$ cat src/rtl/popcnt_pkg.sv
package popcnt_pkg;

  typedef enum logic [1:0] {
    OSZ_16 = 2'd0,
    OSZ_32 = 2'd1,
    OSZ_64 = 2'd2
  } op_size_e;

  localparam int NFLAGS = 6;
  localparam int FLG_CF = 0;
  localparam int FLG_PF = 1;
  localparam int FLG_AF = 2;
  localparam int FLG_ZF = 3;
  localparam int FLG_SF = 4;
  localparam int FLG_OF = 5;

  localparam logic [7:0] OPC_MAIN         = 8'hB8;
  localparam logic [7:0] CAUSE_NONE       = 8'd0;
  localparam logic [7:0] CAUSE_INVALID_OP = 8'd6;

endpackage

$ cat src/rtl/popcnt_fault_chk.sv
module popcnt_fault_chk
  import popcnt_pkg::*;
(
  input  logic       has_rep,
  input  logic       esc_0f,
  input  logic [7:0] opcode,
  input  logic       has_opsz,
  input  logic       rex_w,
  input  logic       lock,
  input  logic       mode64,
  input  logic       feat_en,
  output op_size_e   size,
  output logic       fault
);

  logic opc_match;
  logic wide_illegal;

  always_comb begin
    if (rex_w)         size = OSZ_64;
    else if (has_opsz) size = OSZ_16;
    else               size = OSZ_32;
  end

  assign opc_match    = has_rep && esc_0f && (opcode == OPC_MAIN);
  assign wide_illegal = rex_w && !mode64;
  assign fault        = !opc_match || lock || !feat_en || wide_illegal;

endmodule

$ cat src/rtl/popcnt_byte_cnt.sv
module popcnt_byte_cnt
  import popcnt_pkg::*;
#(
  parameter int DATA_W = 64,
  parameter int BYTE_W = 8,
  localparam int NB    = DATA_W / BYTE_W,
  localparam int BC_W  = $clog2(BYTE_W + 1)
) (
  input  logic [DATA_W-1:0]        src,
  input  op_size_e                 size,
  output logic [NB-1:0][BC_W-1:0]  cnt,
  output logic                     nonzero
);

  logic [NB-1:0] keep;
  logic [NB-1:0] byte_nz;

  always_comb begin
    for (int b = 0; b < NB; b++) begin
      case (size)
        OSZ_16:  keep[b] = (b < 2);
        OSZ_32:  keep[b] = (b < 4);
        default: keep[b] = 1'b1;
      endcase
    end
  end

  for (genvar g = 0; g < NB; g++) begin : g_byte
    logic [BYTE_W-1:0] lane;
    logic [BC_W-1:0]   acc;

    assign lane = keep[g] ? src[g*BYTE_W +: BYTE_W] : '0;

    always_comb begin
      acc = '0;
      for (int k = 0; k < BYTE_W; k++) begin
        acc = acc + {{(BC_W-1){1'b0}}, lane[k]};
      end
    end

    assign cnt[g]     = acc;
    assign byte_nz[g] = |lane;
  end

  assign nonzero = |byte_nz;

endmodule

$ cat src/rtl/popcnt_byte_sum.sv
module popcnt_byte_sum #(
  parameter int DATA_W = 64,
  parameter int BYTE_W = 8,
  localparam int NB    = DATA_W / BYTE_W,
  localparam int BC_W  = $clog2(BYTE_W + 1),
  localparam int CNT_W = $clog2(DATA_W + 1)
) (
  input  logic [NB-1:0][BC_W-1:0] cnt,
  output logic [CNT_W-1:0]        total
);

  always_comb begin
    total = '0;
    for (int i = 0; i < NB; i++) begin
      total = total + CNT_W'(cnt[i]);
    end
  end

endmodule

$ cat src/rtl/popcnt_unit.sv
module popcnt_unit
  import popcnt_pkg::*;
#(
  parameter int DATA_W = 64,
  parameter int BYTE_W = 8
) (
  input  logic                     clk,
  input  logic                     rst,
  input  logic                     in_valid,
  output logic                     in_ready,
  input  logic [DATA_W-1:0]        in_src,
  input  logic                     in_has_rep,
  input  logic                     in_esc_0f,
  input  logic [7:0]               in_opcode,
  input  logic                     in_has_opsz,
  input  logic                     in_rex_w,
  input  logic                     in_lock,
  input  logic                     in_mode64,
  input  logic                     in_feat_en,
  output logic                     out_valid,
  input  logic                     out_ready,
  output logic [DATA_W-1:0]        out_result,
  output logic [DATA_W/BYTE_W-1:0] out_wr_be,
  output logic [5:0]               out_flags,
  output logic                     out_flags_we,
  output logic                     out_fault,
  output logic [7:0]               out_cause
);

  localparam int NB    = DATA_W / BYTE_W;
  localparam int BC_W  = $clog2(BYTE_W + 1);
  localparam int CNT_W = $clog2(DATA_W + 1);
  localparam logic [NB-1:0] BE_NARROW = NB'(2'b11);

  op_size_e                 dec_size;
  logic                     dec_fault;
  logic [NB-1:0][BC_W-1:0]  st0_cnt;
  logic                     st0_nz;

  logic                     s1_valid;
  logic [NB-1:0][BC_W-1:0]  s1_cnt;
  logic                     s1_nz;
  logic                     s1_fault;
  logic                     s1_narrow;

  logic [CNT_W-1:0]         s1_total;
  logic                     out_take;

  popcnt_fault_chk u_fault (
    .has_rep  (in_has_rep),
    .esc_0f   (in_esc_0f),
    .opcode   (in_opcode),
    .has_opsz (in_has_opsz),
    .rex_w    (in_rex_w),
    .lock     (in_lock),
    .mode64   (in_mode64),
    .feat_en  (in_feat_en),
    .size     (dec_size),
    .fault    (dec_fault)
  );

  popcnt_byte_cnt #(.DATA_W(DATA_W), .BYTE_W(BYTE_W)) u_bytes (
    .src     (in_src),
    .size    (dec_size),
    .cnt     (st0_cnt),
    .nonzero (st0_nz)
  );

  popcnt_byte_sum #(.DATA_W(DATA_W), .BYTE_W(BYTE_W)) u_sum (
    .cnt   (s1_cnt),
    .total (s1_total)
  );

  assign out_take = !out_valid || out_ready;
  assign in_ready = !s1_valid || out_take;

  // stage 1: per-byte counts
  always_ff @(posedge clk) begin
    if (rst) begin
      s1_valid <= 1'b0;
    end else if (in_ready) begin
      s1_valid <= in_valid;
    end
  end

  always_ff @(posedge clk) begin
    if (in_ready && in_valid) begin
      s1_cnt    <= st0_cnt;
      s1_nz     <= st0_nz;
      s1_fault  <= dec_fault;
      s1_narrow <= (dec_size == OSZ_16);
    end
  end

  // stage 2: summed result, flags and fault outcome
  always_ff @(posedge clk) begin
    if (rst) begin
      out_valid <= 1'b0;
    end else if (out_take) begin
      out_valid <= s1_valid;
    end
  end

  always_ff @(posedge clk) begin
    if (out_take && s1_valid) begin
      out_fault <= s1_fault;
      if (s1_fault) begin
        out_result   <= '0;
        out_wr_be    <= '0;
        out_flags    <= '0;
        out_flags_we <= 1'b0;
        out_cause    <= CAUSE_INVALID_OP;
      end else begin
        out_result           <= {{(DATA_W-CNT_W){1'b0}}, s1_total};
        out_wr_be            <= s1_narrow ? BE_NARROW : '1;
        out_flags            <= '0;
        out_flags[FLG_ZF]    <= !s1_nz;
        out_flags_we         <= 1'b1;
        out_cause            <= CAUSE_NONE;
      end
    end
  end

endmodule

$ cat config.mk
export PLATFORM = sky130hd
export DESIGN_NAME = popcnt_unit
export DESIGN_NICKNAME = d
export VERILOG_FILES = /design/src/rtl/popcnt_pkg.sv /design/src/rtl/popcnt_fault_chk.sv /design/src/rtl/popcnt_byte_cnt.sv /design/src/rtl/popcnt_byte_sum.sv /design/src/rtl/popcnt_unit.sv
export SDC_FILE = /design/constraint.sdc
export NUM_CORES = 1
export LEC_CHECK = 0
export ABC_AREA = 1
export CAP_MARGIN = 20
export CELL_PAD_IN_SITES_DETAIL_PLACEMENT = 1
export CELL_PAD_IN_SITES_GLOBAL_PLACEMENT = 1
export CORE_MARGIN = 10
export CORE_UTILIZATION = 30
export CTS_CLUSTER_SIZE = 12
export DETAILED_ROUTE_END_ITERATION = 16
export PLACE_DENSITY = 0.8
export SLEW_MARGIN = 0
export SYNTH_ARGS = -nofsm -noshare
export SYNTH_HDL_FRONTEND = slang
export SYNTH_SLANG_ARGS = --single-unit
$ cat constraint.sdc
create_clock -name clk -period 5.35 [get_ports clk]
set_input_delay 0.8025 -clock clk [delete_from_list [all_inputs] [get_ports clk]]
set_output_delay 0.8025 -clock clk [all_outputs]
set_load 0.05 [all_outputs]
=== After elaboration in Yosys (flattened, before gate mapping) ===
Cells that the tools add are included.

* Multiply operators: 0
* Add/sub/neg operators: 63
* Eq/ne operators: 2
* $lt $le $gt $ge: 0
* Reduce and logical (&&, ||, !) cells: 19
* Muxes and demuxes: 11
* Shift operators: 0
* Bitwise operators: 0
* Divide/modulo/power cells: 0

{| class="wikitable"
|+ Operators with widths
! cell !! number
|-
| $add 4x1->4 || 48
|-
| $reduce_or 64->1 || 1
|-
| $mux 8 || 7
|-
| $add 7x4->7 || 6
|-
| $add 1x1->2 || 8
|-
| $eq 8x8->1 const B || 1
|-
| $logic_not 1->1 || 6
|-
| $add 4x4->5 || 1
|-
| $logic_and 1x1->1 || 5
|-
| $logic_or 1x1->1 || 5
|-
| $mux 3 || 1
|-
| $eq 2x1->1 const B || 1
|-
| $logic_not 2->1 || 1
|-
| $mux 1 || 2
|-
| $mux 2 || 1
|-
| $reduce_or 2->1 || 1
|}

* Memories kept: 0
* ROM bits: 0
* Logic and storage cells: 116
* Memory bits (writable): 0
* Input bits: 83
* Latch bits: 0
* Register bits after elaboration: 125
* Output and inout bits: 90

=== Depth between registers and ports, before layout ===
* Depth after elaboration: 12
* Gate-level depth with buffers: 19
* Mapped depth without buffers: 19

=== By module ===
A second synthesis with hierarchy kept.

* Cell total of the unflattened synthesis: 549
* Area, all modules: 4974.8 um2

{| class="wikitable"
|+ Modules (own cells, without submodules)
! module !! instances !! area each (um2) !! cells an instance !! sequential area each (um2)
|-
| popcnt_unit || 1 || 2149.6 || 155 || 1451.4
|-
| popcnt_byte_cnt || 1 || 1979.4 || 291 || 0.0
|-
| popcnt_byte_sum || 1 || 755.7 || 82 || 0.0
|-
| popcnt_fault_chk || 1 || 90.1 || 21 || 0.0
|}

=== Worst setup path before layout ===
No wires, ideal clock.

* Path kind: register to register
* Start: register s1_cnt[0] in the netlist's numbering
* End: register out_result[5], data pin
* Stages on the path, launching flop included: 17
* Buffers on the path: 0
* Arrival: 3.912 ns
* Slack: 1.185 ns
* Data required time: 5.097 ns
* Path through: edfxtp_1 > ha_1 > inv_1 > fa_1 > xor2_1 > fa_1 > fa_1 > fa_1 > inv_1 > fa_1 > fa_1 > nand2_1 > nand2_1 > a21oi_1 > nand2_1 > nand2_1 > nor2_1

* Longest elaborated chain between the ends: 7

{| class="wikitable"
|+ RTL lines
! item !! RTL line !! RTL
|-
| start: declaration || popcnt_unit.sv:41 || <nowiki>logic [NB-1:0][BC_W-1:0] s1_cnt;</nowiki>
|-
| start signal: assignment || popcnt_unit.sv:88 || <nowiki>s1_cnt <= st0_cnt;</nowiki>
|-
| $add 4x4->5 || popcnt_byte_sum.sv:15 || <nowiki>total = total + CNT_W'(cnt[i]);</nowiki>
|-
| $add 7x4->7 (6 in series) || popcnt_byte_sum.sv:15 ||
|-
| end signal: assignment || popcnt_unit.sv:114 || <nowiki>out_result <= {{(DATA_W-CNT_W){1'b0}}, s1_total};</nowiki>
|-
| end: declaration || popcnt_unit.sv:22 || <nowiki>output logic [DATA_W-1:0] out_result,</nowiki>
|}

Every way passes these cells.
A chain may end at the register's enable or synchronous reset.

=== Final worst setup path ===
* Start: register s1_cnt[2] in the netlist's numbering
* End: register out_result[6], data pin

Same word-level chain as after synthesis.

==> results.sh <==
export IMPL_drt_total_wl_mm=11.82
export IMPL_path_clk_slew_ps=70
export IMPL_fin_skew_ps=8.947
export IMPL_cp_start_kind="register"
export IMPL_comb_power_share=0.683
export IMPL_portBuffers=104
export IMPL_internal_power_mw=1.494
export IMPL_synth_cell_type_count=24
export IMPL_antenna_left=0
export IMPL_cts_sink_count=49
export IMPL_core_area_um2=16470
export IMPL_yosysTopAreaCellShare=0.2826
export IMPL_synthCells=551
export IMPL_crit_type="reg2reg"
export IMPL_tightest_slew_ps=531.8
export IMPL_grt_total_usage=0.1076
export IMPL_power_density_nw_per_um2=462.9
export IMPL_ys_seq_elements=49
export IMPL_finalPower_mw=2.848
export IMPL_fmax_mhz=223.3
export IMPL_grt_pass1_vias=3992
export IMPL_start_util=0.3033
export IMPL_post_route_period_util=0.8370
export IMPL_grt_pass1_wl_mm=19.53
export IMPL_multiInputGateArea_um2=2664
export IMPL_antenna_found_initial=0
export IMPL_die_w_um=149.0
export IMPL_finalSetupTns_ps=0
export IMPL_synth_common_cells="137 x inv_1, 95 x nand2_1, 77 x buf_4"
export IMPL_layout_nets=832
export IMPL_place_congestion=0.7605
export IMPL_synth_xor_area_frac=0.01754
export IMPL_path_cells="ha_1 > a21oi_1 > nand2_1 > xor2_1 > fa_1 > inv_1 > fa_1 > fa_1 > fa_1 > inv_1 > ha_1 > nand2_1 > nand2_1 > nand2_1 > nand2_1 > nor2_1 > nand2_1 > nand2_1 > nor2_1"
export IMPL_maxCapViolations=0
export IMPL_fp_row_count=47
export IMPL_synth_top_family_by_area="adder cells"
export IMPL_synth_mux_area_frac=0
export IMPL_postPlaceCellArea_um2=5972
export IMPL_fin_cells=872
export IMPL_power_switching_mw=1.353
export IMPL_utilization=0.3736
export IMPL_syn_area_um2=4994
export IMPL_first_pass_iters=4
export IMPL_min_period_ps=4478
export IMPL_outcome="complete, no violations"
export IMPL_clk_path_buf_depth=2
export IMPL_seq_area_um2=1451
export IMPL_cts_inserted_buffers=5
export IMPL_dieArea_um2=22210
export IMPL_setup_viol=0
export IMPL_synth_most_common_cell="inv_1"
export IMPL_io_pins=173
export IMPL_power_leakage_nw=3.116
export IMPL_cts_hold_repair_buffers=0
export IMPL_syn2layout_area_growth_pct=23.20
export IMPL_synth_edf_count=47
export IMPL_end_kind="register"
export IMPL_post_cts_buffers=0
export IMPL_p_sw_frac=0.4752
export IMPL_worstPathRequired_ps=5400
export IMPL_p_seq_frac=0.186
export IMPL_ctsResizeCount=0
export IMPL_n_antenna_cell=0
export IMPL_synthAdderAreaFrac=0.3222
export IMPL_cts_tree="done"
export IMPL_clkPwrFrac=0.131
export IMPL_path_max_fanout=6
export IMPL_via_count=3409
export IMPL_seq_area_frac_synth=0.2907
export IMPL_drv_slew=0
export IMPL_yosys_area_share_simple=0.1188
export IMPL_wire_per_inst_um=13.56
export IMPL_viasPerCell=3.909
export IMPL_drc=0
export IMPL_synth_warnings=0
export IMPL_hold_path_class="reg2reg"
export IMPL_arrival_ps=4530
export IMPL_slowest_delay_ps=540
export IMPL_cp_common_cell="nand2_1"
export IMPL_drive_gt1_frac=0.02454
export IMPL_ir_worst_vdd_mv=0.3966
export IMPL_drtIter0Drc=70
export IMPL_clk_root_buffer_cell="clkbuf_16"
export IMPL_grt_max_degree=37
export IMPL_synth_compound_area_frac=0.02380
export IMPL_synth_area_leader_cell="edfxtp_1"
export IMPL_dp_cells=863
export IMPL_synth_area_leaders="edfxtp_1 28%, fa_1 20%, ha_1 12%, buf_4 12%, inv_1 10%"
export IMPL_gr_total_overflow=0
export IMPL_dp_hpwl_mm=10.86
export IMPL_syn_avg_cell_area_um2=9.063
export IMPL_h_tree_depth=2
export IMPL_synthArstFlopShare=0
export IMPL_cp_slowest_cell="fa_1"
export IMPL_finalHoldViolCount=0
export IMPL_synthFlopType="edfxtp_1"
export IMPL_insertion_delay_ps=300
export IMPL_fp_dieH_um=149.0
export IMPL_grt_setup_unrepaired="false"
export IMPL_slew_headroom=0.6444
export IMPL_fin_area_um2=6152
export IMPL_nFillCells=1985
[power groups by stage]
stage                     Combinational (mW)  Sequential [mW]  Clock (mW)
after floorplan                         1.47            0.561           0
after global placement                  1.88            0.535           0
after detailed placement                1.98            0.539           0
after CTS                               2.00            0.531       0.384
after global routing                    2.34            0.535       0.403
final                                   1.95            0.529       0.373
[metrics by stage]
stage,hold WS (ps),worst slack [ps]
2_1_floorplan,444.8,1185
3_3_place_gp,463.7,920.5
3_5_place_dp,483.2,856.6
4_1_cts,494.1,817.9
5_1_grt,527.5,512.5
6_report,487.8,872.0
[metal layers]
layer | vias to the layer above | share of wire | GRT usage
met2 | 111 | 0.50 | 0.1971
met1 | 1587 | 0.41 | 0.1203
li1 | 1704 | - | -
met4 | 0 | 0.013 | 0.02748
met5 | - | 0 | 0
met3 | 7 | 0.075 | 0.02852
[flip-flops by register name, indices dropped and copies added (netlist names)]
register	flops
s1_narrow	1
s1_valid	1
out_flags	1
s1_nz	1
out_valid	1
s1_cnt	32
s1_fault	1
out_wr_be	2
out_cause	1
out_result	7
out_flags_we	1
[final cells by class]
cell class,instances,area share
multi-input combinational,348,0.4330
timing repair buffer,107,0.1729
clock inverter,3,0.007728
sequential,49,0.2359
clock buffer,5,0.02034
tap,220,0.04474
inverter,140,0.08542
[cell usage in the layout (no fill, tap or decap)]
cell,count
a21oi_1,8
a31oi_1,1
buf_4,3
bufinv_16,1
clkbuf_16,5
clkdlybuf4s50_1,104
conb_1,68
dfxtp_1,2
edfxtp_1,47
fa_1,51
ha_1,47
inv_1,137
inv_2,3
inv_6,2
nand2_1,95
nand2_2,1
nand3_1,15
nand4_1,3
nor2_1,32
nor2_2,1
nor3_1,2
o211ai_1,1
o21ai_0,6
o21ai_1,7
xnor2_1,8
xor2_1,2
[worst max-delay path: cells and delay by family, from the launching register on]
family	cells	cell delay [ps]
flops	1	400
xor+xnor	1	150
buf+inv	2	100
fa+ha+maj	6	2810
compound gates	1	160
simple gates	9	630
[path summary, 6_finish.rpt]
check             slack, ps       endpoint      start  cells past startpoint
setup / recovery        870  out_result[6]  s1_cnt[2]                     19
hold / removal          490      out_valid   s1_valid                      2
setup reg to reg        870  out_result[6]  s1_cnt[2]                     19
hold reg to reg         490      out_valid   s1_valid                      2
[cells by family after synthesis]
family,Yosys count
buf+inv,221
simple gates,149
fa+ha+maj,98
flops,49
compound gates,23
xor+xnor,10
other cells,1
No activity file was read; power rests on OpenSTA's default activity.
